$ cat config.mk
export PLATFORM = sky130hd
export DESIGN_NAME = audio_csr
export DESIGN_NICKNAME = d
export VERILOG_FILES = /design/src/rtl/audio_csr_pkg.sv /design/src/rtl/audio_csr_codec.sv /design/src/rtl/audio_csr_dma_regs.sv /design/src/rtl/audio_csr.sv
export SDC_FILE = /design/constraint.sdc
export NUM_CORES = 1
export LEC_CHECK = 0
export BUFFER_PORTS_ARGS = -buffer_cell sky130_fd_sc_hd__clkbuf_2
export CAP_MARGIN = 20
export CORE_MARGIN = 2
export CORE_UTILIZATION = 30
export CTS_CLUSTER_DIAMETER = 80
export CTS_CLUSTER_SIZE = 16
export DETAILED_ROUTE_END_ITERATION = 10
export REMOVE_ABC_BUFFERS = 1
export SYNTH_ARGS = -nofsm -noshare
export SYNTH_HDL_FRONTEND = slang
export SYNTH_SLANG_ARGS = --single-unit
$ cat constraint.sdc
create_clock -name clk -period 2.2 [get_ports clk]
set_clock_uncertainty 0.2 [all_clocks]
set_input_delay 0.44 -clock clk [delete_from_list [all_inputs] [get_ports clk]]
set_output_delay 0.44 -clock clk [all_outputs]
set_load 0.02 [all_outputs]
$ cat src/rtl/audio_csr_pkg.sv
// Shared constants for the audio controller register block.
// Assumes 32-bit data and word-indexed slots.
package audio_csr_pkg;
    localparam int DATA_W = 32;

    typedef enum logic [3:0] {
        SLOT_CMD       = 4'd0,
        SLOT_CREG      = 4'd1,
        SLOT_DOUT      = 4'd2,
        SLOT_DIN       = 4'd3,
        SLOT_PLAY_CTRL = 4'd4,
        SLOT_PLAY_ADDR = 4'd5,
        SLOT_PLAY_LEFT = 4'd6,
        SLOT_HOLE      = 4'd7,
        SLOT_REC_CTRL  = 4'd8,
        SLOT_REC_ADDR  = 4'd9,
        SLOT_REC_LEFT  = 4'd10
    } slot_e;

    localparam int LAST_SLOT = 10;
    localparam int CMD_REQ_BIT = 0;
    localparam int CMD_DIR_BIT = 1;
    localparam int EN_BIT = 0;
endpackage

$ cat src/rtl/audio_csr_codec.sv
// Codec-access register group: command, register number, data out, data in.
// Emits a one-cycle request or reply pulse from a command write and clears
// the request bit on store. Assumes wr_en is one completed bus write.
module audio_csr_codec
    import audio_csr_pkg::*;
#(
    parameter int IDX_W = 4
) (
    input  logic              clk,
    input  logic              rst_n,
    input  logic              wr_en,
    input  logic [IDX_W-1:0]  wr_idx,
    input  logic [DATA_W-1:0] wdata,
    input  logic              din_load,
    input  logic [DATA_W-1:0] din_value,
    output logic [DATA_W-1:0] cmd_q,
    output logic [DATA_W-1:0] creg_q,
    output logic [DATA_W-1:0] dout_q,
    output logic [DATA_W-1:0] din_q,
    output logic              cmd_irq,
    output logic              rsp_irq
);
    logic cmd_hit;
    assign cmd_hit = wr_en && (wr_idx == IDX_W'(SLOT_CMD));

    // Command word store with the request bit stripped.
    always_ff @(posedge clk) begin
        if (!rst_n) begin
            cmd_q <= '0;
        end else if (cmd_hit) begin
            cmd_q <= wdata & ~(DATA_W'(1) << CMD_REQ_BIT);
        end
    end

    // One-cycle pulse routed by the direction bit.
    always_ff @(posedge clk) begin
        if (!rst_n) begin
            cmd_irq <= 1'b0;
            rsp_irq <= 1'b0;
        end else begin
            cmd_irq <= cmd_hit && wdata[CMD_REQ_BIT] && wdata[CMD_DIR_BIT];
            rsp_irq <= cmd_hit && wdata[CMD_REQ_BIT] && !wdata[CMD_DIR_BIT];
        end
    end

    // Plain codec register number and outgoing data.
    always_ff @(posedge clk) begin
        if (!rst_n) begin
            creg_q <= '0;
            dout_q <= '0;
        end else if (wr_en) begin
            if (wr_idx == IDX_W'(SLOT_CREG)) creg_q <= wdata;
            if (wr_idx == IDX_W'(SLOT_DOUT)) dout_q <= wdata;
        end
    end

    // Incoming data: the side port beats a bus write.
    always_ff @(posedge clk) begin
        if (!rst_n) begin
            din_q <= '0;
        end else if (din_load) begin
            din_q <= din_value;
        end else if (wr_en && (wr_idx == IDX_W'(SLOT_DIN))) begin
            din_q <= wdata;
        end
    end

    p_pulse_is_write_r3: assert property (@(posedge clk) disable iff (!rst_n)
        cmd_irq |-> $past(cmd_hit && wdata[CMD_REQ_BIT] && wdata[CMD_DIR_BIT]));
    p_pulse_exclusive_r3: assert property (@(posedge clk) disable iff (!rst_n)
        !(cmd_irq && rsp_irq));
    p_no_pulse_without_req_r10: assert property (@(posedge clk) disable iff (!rst_n)
        (cmd_hit && !wdata[CMD_REQ_BIT]) |=> !(cmd_irq || rsp_irq));
    p_req_self_clear_r4: assert property (@(posedge clk) disable iff (!rst_n)
        cmd_hit |=> (cmd_q == ($past(wdata) & ~(DATA_W'(1) << CMD_REQ_BIT))));
    p_side_port_wins_r9: assert property (@(posedge clk) disable iff (!rst_n)
        din_load |=> (din_q == $past(din_value)));
endmodule

$ cat src/rtl/audio_csr_dma_regs.sv
// One DMA channel's control, address and remaining registers.
// A counter update from the engine overrides a same-cycle bus write to the
// address or remaining register. Assumes the slot numbers are distinct.
module audio_csr_dma_regs
    import audio_csr_pkg::*;
#(
    parameter int IDX_W    = 4,
    parameter int CTRL_IDX = 4,
    parameter int ADDR_IDX = 5,
    parameter int LEFT_IDX = 6
) (
    input  logic              clk,
    input  logic              rst_n,
    input  logic              wr_en,
    input  logic [IDX_W-1:0]  wr_idx,
    input  logic [DATA_W-1:0] wdata,
    input  logic              upd,
    input  logic [DATA_W-1:0] addr_nxt,
    input  logic [DATA_W-1:0] left_nxt,
    output logic [DATA_W-1:0] ctrl_q,
    output logic [DATA_W-1:0] addr_q,
    output logic [DATA_W-1:0] left_q
);
    // Control word, bus written only.
    always_ff @(posedge clk) begin
        if (!rst_n) begin
            ctrl_q <= '0;
        end else if (wr_en && (wr_idx == IDX_W'(CTRL_IDX))) begin
            ctrl_q <= wdata;
        end
    end

    // Address and remaining count: engine update first, then bus write.
    always_ff @(posedge clk) begin
        if (!rst_n) begin
            addr_q <= '0;
            left_q <= '0;
        end else if (upd) begin
            addr_q <= addr_nxt;
            left_q <= left_nxt;
        end else if (wr_en) begin
            if (wr_idx == IDX_W'(ADDR_IDX)) addr_q <= wdata;
            if (wr_idx == IDX_W'(LEFT_IDX)) left_q <= wdata;
        end
    end

    p_engine_wins_r8: assert property (@(posedge clk) disable iff (!rst_n)
        upd |=> ((addr_q == $past(addr_nxt)) && (left_q == $past(left_nxt))));
endmodule

$ cat src/rtl/audio_csr.sv
// Top of the audio controller register block: bus decode, registered read
// mux, codec group and two DMA channel groups. Assumes word-aligned
// full-width accesses; the two low address bits are not decoded.
module audio_csr
    import audio_csr_pkg::*;
#(
    parameter int ADDR_W = 6
) (
    input  logic              clk,
    input  logic              rst_n,
    input  logic              bus_valid,
    input  logic              bus_write,
    input  logic [ADDR_W-1:0] bus_addr,
    input  logic [DATA_W-1:0] bus_wdata,
    output logic              bus_ready,
    output logic              bus_rvalid,
    output logic [DATA_W-1:0] bus_rdata,
    output logic              codec_cmd_irq,
    output logic              codec_rsp_irq,
    input  logic              codec_din_load,
    input  logic [DATA_W-1:0] codec_din_value,
    output logic              play_en,
    output logic [DATA_W-1:0] play_addr,
    output logic [DATA_W-1:0] play_left,
    input  logic              play_upd,
    input  logic [DATA_W-1:0] play_addr_nxt,
    input  logic [DATA_W-1:0] play_left_nxt,
    output logic              rec_en,
    output logic [DATA_W-1:0] rec_addr,
    output logic [DATA_W-1:0] rec_left,
    input  logic              rec_upd,
    input  logic [DATA_W-1:0] rec_addr_nxt,
    input  logic [DATA_W-1:0] rec_left_nxt
);
    localparam int IDX_W = ADDR_W - 2;
    localparam int NCH   = 2;

    logic [IDX_W-1:0]  idx;
    logic              wr_en, rd_en;
    logic [DATA_W-1:0] cmd_q, creg_q, dout_q, din_q;
    logic [DATA_W-1:0] ch_ctrl [NCH];
    logic [DATA_W-1:0] ch_addr [NCH];
    logic [DATA_W-1:0] ch_left [NCH];
    logic              ch_upd  [NCH];
    logic [DATA_W-1:0] ch_anxt [NCH];
    logic [DATA_W-1:0] ch_lnxt [NCH];
    logic [DATA_W-1:0] rd_mux;

    assign bus_ready = 1'b1;
    assign idx   = bus_addr[ADDR_W-1:2];
    assign wr_en = bus_valid && bus_ready && bus_write;
    assign rd_en = bus_valid && bus_ready && !bus_write;

    assign ch_upd[0]  = play_upd;
    assign ch_anxt[0] = play_addr_nxt;
    assign ch_lnxt[0] = play_left_nxt;
    assign ch_upd[1]  = rec_upd;
    assign ch_anxt[1] = rec_addr_nxt;
    assign ch_lnxt[1] = rec_left_nxt;

    audio_csr_codec #(.IDX_W(IDX_W)) u_codec (
        .clk(clk), .rst_n(rst_n), .wr_en(wr_en), .wr_idx(idx), .wdata(bus_wdata),
        .din_load(codec_din_load), .din_value(codec_din_value),
        .cmd_q(cmd_q), .creg_q(creg_q), .dout_q(dout_q), .din_q(din_q),
        .cmd_irq(codec_cmd_irq), .rsp_irq(codec_rsp_irq)
    );

    for (genvar c = 0; c < NCH; c++) begin : g_chan
        localparam int BASE = (c == 0) ? int'(SLOT_PLAY_CTRL) : int'(SLOT_REC_CTRL);
        audio_csr_dma_regs #(
            .IDX_W(IDX_W), .CTRL_IDX(BASE), .ADDR_IDX(BASE + 1), .LEFT_IDX(BASE + 2)
        ) u_regs (
            .clk(clk), .rst_n(rst_n), .wr_en(wr_en), .wr_idx(idx), .wdata(bus_wdata),
            .upd(ch_upd[c]), .addr_nxt(ch_anxt[c]), .left_nxt(ch_lnxt[c]),
            .ctrl_q(ch_ctrl[c]), .addr_q(ch_addr[c]), .left_q(ch_left[c])
        );
    end

    assign play_en   = ch_ctrl[0][EN_BIT];
    assign play_addr = ch_addr[0];
    assign play_left = ch_left[0];
    assign rec_en    = ch_ctrl[1][EN_BIT];
    assign rec_addr  = ch_addr[1];
    assign rec_left  = ch_left[1];

    // Read select; the hole and every slot past the last read as zero.
    always_comb begin
        rd_mux = '0;
        case (idx)
            IDX_W'(SLOT_CMD):       rd_mux = cmd_q;
            IDX_W'(SLOT_CREG):      rd_mux = creg_q;
            IDX_W'(SLOT_DOUT):      rd_mux = dout_q;
            IDX_W'(SLOT_DIN):       rd_mux = din_q;
            IDX_W'(SLOT_PLAY_CTRL): rd_mux = ch_ctrl[0];
            IDX_W'(SLOT_PLAY_ADDR): rd_mux = ch_addr[0];
            IDX_W'(SLOT_PLAY_LEFT): rd_mux = ch_left[0];
            IDX_W'(SLOT_REC_CTRL):  rd_mux = ch_ctrl[1];
            IDX_W'(SLOT_REC_ADDR):  rd_mux = ch_addr[1];
            IDX_W'(SLOT_REC_LEFT):  rd_mux = ch_left[1];
            default:                rd_mux = '0;
        endcase
    end

    // Read data and its valid flag, registered one cycle after the access.
    always_ff @(posedge clk) begin
        if (!rst_n) begin
            bus_rvalid <= 1'b0;
            bus_rdata  <= '0;
        end else begin
            bus_rvalid <= rd_en;
            if (rd_en) bus_rdata <= rd_mux;
        end
    end

    p_read_valid_next_r2: assert property (@(posedge clk) disable iff (!rst_n)
        rd_en |=> bus_rvalid);
    p_no_stray_valid_r2: assert property (@(posedge clk) disable iff (!rst_n)
        !rd_en |=> !bus_rvalid);
    p_hole_reads_zero_r5: assert property (@(posedge clk) disable iff (!rst_n)
        (rd_en && ((idx == IDX_W'(SLOT_HOLE)) || (idx > IDX_W'(LAST_SLOT))))
        |=> (bus_rdata == '0));
endmodule

==> results of run 1 <==
-- final timing paths --
path,startpoint,slack [ns],end,cells after the start
max reg2reg,g_chan[1].u_regs.left_q[4]$_SDFFE_PN0P_,0.62,bus_rdata[4]$_SDFFE_PN0P_,5
min,rec_left_nxt[28],0.02,g_chan[1].u_regs.left_q[28]$_SDFFE_PN0P_,4
max,g_chan[1].u_regs.left_q[20]$_SDFFE_PN0P_,0.27,rec_left[20],1
min reg2reg,bus_rdata[14]$_SDFFE_PN0P_,0.25,bus_rdata[14]$_SDFFE_PN0P_,2
-- cell usage after synthesis, drive strengths merged (25+ instances only) --
library cell	instances
dfxtp	354
mux2	94
nand2	399
a22oi	37
mux2i	242
nor3	25
o22ai	31
a211oi	34
and2	46
nor2	146
clkbuf	96
a22o	27
a21oi	168
buf	92
o21ai	67
-- registers in the layout (all words and copies together), names as in the netlist --
signal / flops
g_chan.u_regs.left_q: 64
u_codec.din_q: 32
g_chan.u_regs.addr_q: 64
bus_rdata: 32
u_codec.creg_q: 32
u_codec.cmd_q: 31
bus_rvalid: 1
g_chan.u_regs.ctrl_q: 64
u_codec.rsp_irq: 1
u_codec.dout_q: 32
u_codec.cmd_irq: 1
-- through the flow --
| step | cells | area [µm²] |
|---|---|---|
| 2_1_floorplan | 1759 | 15910 |
| 3_3_place_gp | 3020 | 20420 |
| 3_5_place_dp | 3020 | 20420 |
| 4_1_cts | 3235 | 23040 |
| 5_1_grt | 3237 | 23050 |
| 6_report | 3237 | 23050 |
-- cell families (layout without fill, tap and decap cells) --
logic type | Yosys count | count (layout) | share of synthesized area, %
muxes | 336 | 336 | 20.70
and+or+nand+nor | 652 | 652 | 16.45
AOI/OAI and AO/OA | 412 | 412 | 15.19
other | 1 | 3 | 0.02230
buffers and inverters | 192 | 732 | 5.506
DFF | 354 | 354 | 42.14
-- cell type report --
type                            count  area [µm²]
Clock buffer                       32       758.2
Clock inverter                     10       135.1
Fill cell                        5497       32260
Multi-Input combinational cell   1401        8879
Inverter                            4       22.52
Timing Repair Buffer              686        5225
Sequential cell                   354        7087
Antenna cell                        2       5.005
Tap cell                          748       935.9
-- per-layer routing --
layer	up-vias	share of wire, %
met1	8130	42
met5	-	0.018
met2	655	47
met4	2	3.9
li1	7813	-
met3	149	6.4
-- power breakdown --
part / internal (mW) / switching, mW / total [mW]
clock network: 2.64 / 2.64 / 5.27
registers: 6.62 / 0.191 / 6.81
logic: 1.01 / 1.26 / 2.27
total: 10.3 / 4.09 / 14.4
==> impl_metrics.tcl, run 1 <==
set metrics [dict create \
    synth_top_area_share_pct 42.14 \
    rsz0062_at_grt "false" \
    num_vias 16750 \
    grt_pass1_vias 16490 \
    grt_use_met2_pct 39.90 \
    clock_latency_ns 0.61 \
    core_um2 55310 \
    use_met1_pct 30.03 \
    cp_top_family "flip-flops" \
    h-tree-depth 1 \
    top_level_ports 371 \
    io_buffer_count 367 \
    max_stage_delay_ns 0.46 \
    route.detailed.drc 0 \
    fp.dieH_um 240.8 \
    numClockSinks 354 \
    synth.largest_area_cell "dfxtp_1" \
    peakVddDrop_uv 640.8 \
    status "complete, no violations" \
    synth_top_flop_cell "dfxtp_1" \
    root_buffer "clkbuf_16" \
    power_leakage_nw 9.568 \
    start_util_pct 30.41 \
    place_hpwl_um 48650 \
    synthCells 1947 \
    slew_headroom_pct 55.19 \
    cp_slowest_cell "dfxtp_1" \
    whs_ns 0.02049 \
    powerDensity_nw_per_um2 622.8 \
    grt_max_degree 102 \
    antenna_found_initial 3 \
    cts_buffer_depth 3 \
    cts_setup_buffers 0 \
    routedWlPerCell_um 21.76 \
    firstDrtPassIters 5 \
    nets 2682 \
    cts_inserted_buffers 30 \
    final_common_cell "nand2_1" \
    yosysWarnings 0 \
    synth-seq-cells 354 \
    post-route-util_pct 41.67 \
    syn_to_final_growth_pct 37.04 \
    die_width_um 240.8 \
    cts_tree "yes" \
    period_share_pct 87.80 \
    syn_area_um2 16820 \
    clkTransAtPathRegs_ns 0.07 \
    critPathMaxFanout 3 \
    critPathLaunchType "register" \
    async_reset_ff_share_pct 0 \
    finalSetupViolCount 0 \
    viasPerCell 5.174 \
    crit_arrival_ns 1.29 \
    path_cells "clkbuf_2" \
    required_ns 1.56 \
    fmax_mhz 517.7 \
    cts_resized 0 \
    ant_nets 0 \
    synthDistinctLibCells 57 \
    drive_gt1_share_pct 26.38 \
    hp-class "in2reg" \
    crit_type "reg2out" \
    drtIter0Drc 1208 \
    hold_buffers 173 \
    setup_tns_ns 0 \
    fin_ws_ns 0.2684 \
    busiest_layer "met2" \
    track_usage_pct 23.42 \
    dieArea_um2 57970 \
    crit_buf_inv 1 \
    min_period_ns 1.932 \
    grt_pass1_wl_um 102100 \
    synth-edff-count 0 \
    pre_cts_ws_ns -0.2685 \
    grt.met3_usage_pct 3.328 \
    totalWireLength_um 70440 \
    synth_area_per_cell_um2 8.638 \
    overflow 0 \
    synth_area_leaders "dfxtp_1, mux2i_1, nand2_1, mux2_2, a21oi_1" \
    final_max_slew_viol_count 0 \
    cap_violations 0 \
    synth-seq-area-share_pct 42.14 \
    layout_common_cells "nand2_1, clkbuf_2, dfxtp_1, mux2i_1, dlygate4sd3_1" \
    hold_viol 0 \
    totalPowerFinal_mw 14.35 \
    place.gp.congestion 0.8572 \
    fp-row-count 86 \
    worst_pin_slew_ns 0.6707 \
    cp-end-kind "output port" \
]
No activity file was read; power rests on OpenSTA's default activity.
==> inputs of run 2 (changes only) <==
CORE_MARGIN = unset   (was 2)
==> impl_metrics.tcl, run 2 (same netlist as run 1, synthesis figures left out) <==
set metrics [dict create \
    fin_cells 3230 \
    sw_frac_of_total_pct 28.26 \
    cts_buffer_depth 3 \
    overflow 0 \
    totalWireLength_um 68700 \
    slew_headroom_pct 49.24 \
    peakVddDrop_uv 615.2 \
    period_share_pct 88.13 \
    clkTransAtPathRegs_ns 0.08 \
    firstDrtPassIters 5 \
    cp_top_family "flip-flops" \
    route.detailed.drc 0 \
    cts_setup_buffers 0 \
    whs_ns 0.03452 \
    nets 2670 \
    die_width_um 238.8 \
    crit_buf_inv 1 \
    rsz0062_at_grt "false" \
    io_buffer_count 367 \
    totalPowerFinal_mw 14.66 \
    max_stage_delay_ns 0.48 \
    hp-class "in2reg" \
    clock_latency_ns 0.60 \
    dieArea_um2 57010 \
    cp_slowest_cell "dfxtp_1" \
    start_util_pct 30.47 \
    pwr-share-seq_pct 46.5 \
    p_clk_share_pct 38.2 \
    cp-end-kind "output port" \
    cap_violations 0 \
    syn_to_final_growth_pct 36.47 \
    power_leakage_nw 9.505 \
    track_usage_pct 23.30 \
    viasPerCell 5.120 \
    grt_pass1_vias 16460 \
    ant_nets 0 \
    path_cells "clkbuf_2" \
    fmax_mhz 515.8 \
    h-tree-depth 1 \
    antenna_found_initial 3 \
    p_int_mw 10.52 \
    fp-row-count 86 \
    final_area_um2 22950 \
    grt_max_degree 135 \
    cts_inserted_buffers 31 \
    critPathMaxFanout 3 \
    post-route-util_pct 41.58 \
    final_common_cell "nand2_1" \
    layout_common_cells "nand2_1, clkbuf_2, dfxtp_1, mux2i_1, dlygate4sd3_1" \
    core_um2 55200 \
    nFillCells 5382 \
    dpl_cell_area_um2 20220 \
    worst_pin_slew_ns 0.7614 \
    status "complete, no violations" \
    placed_cells 3005 \
    largest_registers "g_chan.u_regs.addr_q (64), g_chan.u_regs.ctrl_q (64), g_chan.u_regs.left_q (64)" \
    place.gp.congestion 0.8708 \
    routedWlPerCell_um 21.27 \
    finalSetupViolCount 0 \
    crit_arrival_ns 1.30 \
    drtIter0Drc 1167 \
    final_max_slew_viol_count 0 \
    hold_viol 0 \
    grt_pass1_wl_um 100200 \
    powerDensity_nw_per_um2 638.7 \
    setup_tns_ns 0 \
    num_vias 16540 \
    fin_ws_ns 0.2612 \
    place_hpwl_um 46700 \
    comb_power_share_pct 15.3 \
    critPathLaunchType "register" \
    min_period_ns 1.939 \
    p_sw_mw 4.142 \
    top_level_ports 371 \
    fp.dieH_um 238.8 \
    crit_type "reg2out" \
    drive_gt1_share_pct 26.09 \
    pre_cts_ws_ns -0.2366 \
    numClockSinks 354 \
    required_ns 1.56 \
    cts_tree "yes" \
    root_buffer "clkbuf_16" \
]
run 2: cell types whose count changed in the layout (fill, tap and decap cells not counted), moves of 2 or more:
cell           before  now
buf_12             44   37
inv_6               3    1
inv_8               3    5
dlygate4sd3_1     173  175
clkbuf_8            0    2
clkinvlp_4          1    3
buf_4             106   98
run 2: worst paths after layout:
check	start	end	slack [ns]	depth (start not counted)
setup / recovery	g_chan[1].u_regs.left_q[20]$_SDFFE_PN0P_	rec_left[20]	0.26	1
hold / removal	bus_wdata[9]	g_chan[0].u_regs.ctrl_q[9]$_SDFFE_PN0P_	0.03	3
setup reg to reg	g_chan[1].u_regs.left_q[4]$_SDFFE_PN0P_	bus_rdata[4]$_SDFFE_PN0P_	0.64	5
hold reg to reg	bus_rdata[5]$_SDFFE_PN0P_	bus_rdata[5]$_SDFFE_PN0P_	0.25	2
run 2: area by class of cell:
cell class	count	area (µm²)	share of cell area [%]
Sequential cell	354	7087	30.88
Clock inverter	13	166.4	0.7251
Timing Repair Buffer	673	5045	21.98
Inverter	4	22.52	0.09813
Clock buffer	35	810.8	3.533
Tap cell	748	935.9	4.078
Antenna cell	2	5.005	0.02181
Multi-Input combinational cell	1401	8879	38.69
run 2: worst min-delay path, cell delays in order:
cell and delay [ns]:
clkbuf_2 0.20, nand2_1 0.10, a21oi_1 0.05
run 2: timing repair:
action / 4_1_cts / 5_1_grt
endpoints found under the setup margin: 0 / 0
endpoints found under the hold margin: 237 / 0
hold buffers: 175 / 0
resized for setup: 0 / 0
run 2: power groups by stage:
| stage | combinational (mW) | sequential, mW | clock [mW] |
|---|---|---|---|
| floorplan | 0.729 | 7.06 | 0 |
| global placement | 1.93 | 6.95 | 0 |
| detailed placement | 1.97 | 6.96 | 0 |
| CTS | 2.22 | 6.81 | 5.75 |
| global route | 2.39 | 6.83 | 5.96 |
| finish | 2.24 | 6.81 | 5.61 |
run 2: per-layer routing:
layer	share of wire (%)	routed length (µm)	track usage, %
met1	43	29480	29.93
met2	48	32650	39.39
met3	6.0	4105	3.441
met4	3.6	2455	8.489
met5	0.015	10	0
==> inputs of run 3 (changes only) <==
CORE_UTILIZATION = 55   (was 30)
GPL_TIMING_DRIVEN = 0   (was unset)
PLACE_DENSITY = 0.81   (was unset)
==> impl_metrics.tcl, run 3 (same netlist as run 1, synthesis figures left out) <==
set metrics [dict create \
    status "complete, no violations" \
    firstDrtPassIters 6 \
    viasPerCell 6.190 \
    grt_pass1_vias 16190 \
    ant_nets 0 \
    path_common_cell "buf_8" \
    grt_pass1_wl_um 93430 \
    dpl_cell_area_um2 18980 \
    h-tree-depth 1 \
    cts_inserted_buffers 26 \
    clkTransAtPathRegs_ns 0.07 \
    r2r_slack_ns 0.64 \
    totalWireLength_um 63270 \
    cp_slowest_cell "mux2_2" \
    io_buffer_count 367 \
    drtIter0Drc 1726 \
    peakVddDrop_uv 564.6 \
    finalSetupViolCount 0 \
    path_cells "clkbuf_8, buf_16, nand2b_4, nor3_4, buf_8, buf_8, mux2_2, mux2i_1, nor2_1" \
    fp-row-count 63 \
    critPathMaxFanout 29 \
    overflow 0 \
    setup_tns_ns 0 \
    post-route-util_pct 71.25 \
    crit_type "in2reg" \
    nFillCells 2177 \
    numClockSinks 354 \
    largest_registers "g_chan.u_regs.addr_q (64), g_chan.u_regs.ctrl_q (64), g_chan.u_regs.left_q (64)" \
    routedWlPerCell_um 23.27 \
    cp_top_family "buffers and inverters" \
    grt_max_degree 161 \
    min_period_ns 2.148 \
    num_vias 16830 \
    final_area_um2 21290 \
    drive_gt1_share_pct 24.51 \
    final_max_slew_viol_count 0 \
    crit_arrival_ns 2.36 \
    power_leakage_nw 8.875 \
    slew_headroom_pct 34.12 \
    critPathLaunchType "input pin" \
    required_ns 2.41 \
    die_width_um 176.9 \
    track_usage_pct 38.81 \
    start_util_pct 56.29 \
    cts_buffer_depth 3 \
    route.detailed.drc 0 \
    dieArea_um2 31280 \
    fmax_mhz 465.6 \
    crit_buf_inv 4 \
    worst_pin_slew_ns 0.9883 \
    rsz0062_at_grt "false" \
    clock_latency_ns 0.56 \
    fp.dieH_um 176.9 \
    antenna_found_initial 4 \
    final_common_cell "nand2_1" \
    hold_viol 0 \
    core_um2 29870 \
    cap_violations 0 \
    hp-class "in2reg" \
    cp-end-kind "register" \
    max_stage_delay_ns 0.36 \
    cts_tree "yes" \
    place_hpwl_um 37430 \
    place.gp.congestion 0.8274 \
    root_buffer "clkbuf_16" \
    top_level_ports 371 \
    powerDensity_nw_per_um2 627.7 \
    period_share_pct 97.62 \
    nets 2531 \
    syn_to_final_growth_pct 26.57 \
    layout_common_cells "nand2_1, clkbuf_2, dfxtp_1, mux2i_1, a21oi_1" \
]
==> run 3: cell count changes in the layout (fill, tap and decap cells not counted), moves of 6 or more <==
cell and change:
buf_8 +7, buf_12 -24, buf_16 +15, dlygate4sd3_1 -61, buf_6 +6, buf_4 -83
==> run 3: layout make-up <==
class                      count  area (µm²)  area share, %
inverter                       4       22.52         0.1058
timing repair buffer         538        4011          18.85
antenna                        3       7.507        0.03527
multi-input combinational   1402        8977          42.18
clock buffer                  27       675.6          3.174
tap                          390       488.0          2.293
sequential                   354        7087          33.29
clock inverter                 1       16.27        0.07642
==> run 3: path summary, 6_finish.rpt <==
kind / start / end / cells past startpoint
max reg2reg: g_chan[1].u_regs.left_q[4]$_SDFFE_PN0P_ / bus_rdata[4]$_SDFFE_PN0P_ / 5
min reg2reg: u_codec.creg_q[12]$_SDFFE_PN0P_ / u_codec.creg_q[12]$_SDFFE_PN0P_ / 2
min: rec_left_nxt[24] / g_chan[1].u_regs.left_q[24]$_SDFFE_PN0P_ / 4
max: bus_addr[3] / g_chan[1].u_regs.addr_q[25]$_SDFFE_PN0P_ / 9
==> run 3: report_power, final <==
part / switching (mW) / internal [mW]
logic: 1.23 / 0.866
clock network: 2.29 / 2.18
registers: 0.183 / 6.62
total: 3.70 / 9.66
==> run 3: through the flow <==
step	cells	power (mW)	worst slack, ns	hold WS, ns
after global placement	2516	8.656	-10.11	0.2363
after floorplan	1759	7.788	-4.209	0.2329
final	2719	13.36	0.05234	0.008919
after detailed placement	2548	8.732	-1.761	0.2405
after global routing	2718	13.72	0.0004017	0.01382
after CTS	2714	13.26	-0.00002331	0.0002539
==> run 3: timing repair <==
| item | in CTS | in global routing |
|---|---|---|
| resized for setup | 22 | 13 |
| endpoints found under the hold margin | 114 | 0 |
| gates cloned | 1 | 2 |
| pin swaps | 10 | 0 |
| hold buffers | 114 | 0 |
| endpoints found under the setup margin | 353 | 145 |
| buffers inserted | 23 | 0 |
==> run 3: metal layers <==
layer	track usage, %	up-vias	share of wire [%]
met5	0	-	0.017
met1	47.28	7963	38
met4	19.07	2	5.6
li1	-	7482	-
met3	6.851	245	10
met2	65.83	1138	47
==> run 3: worst min-delay path: stages <==
cell	delay, ns
clkbuf_2	0.08
nand2_1	0.04
o21ai_0	0.06
and2_1	0.12
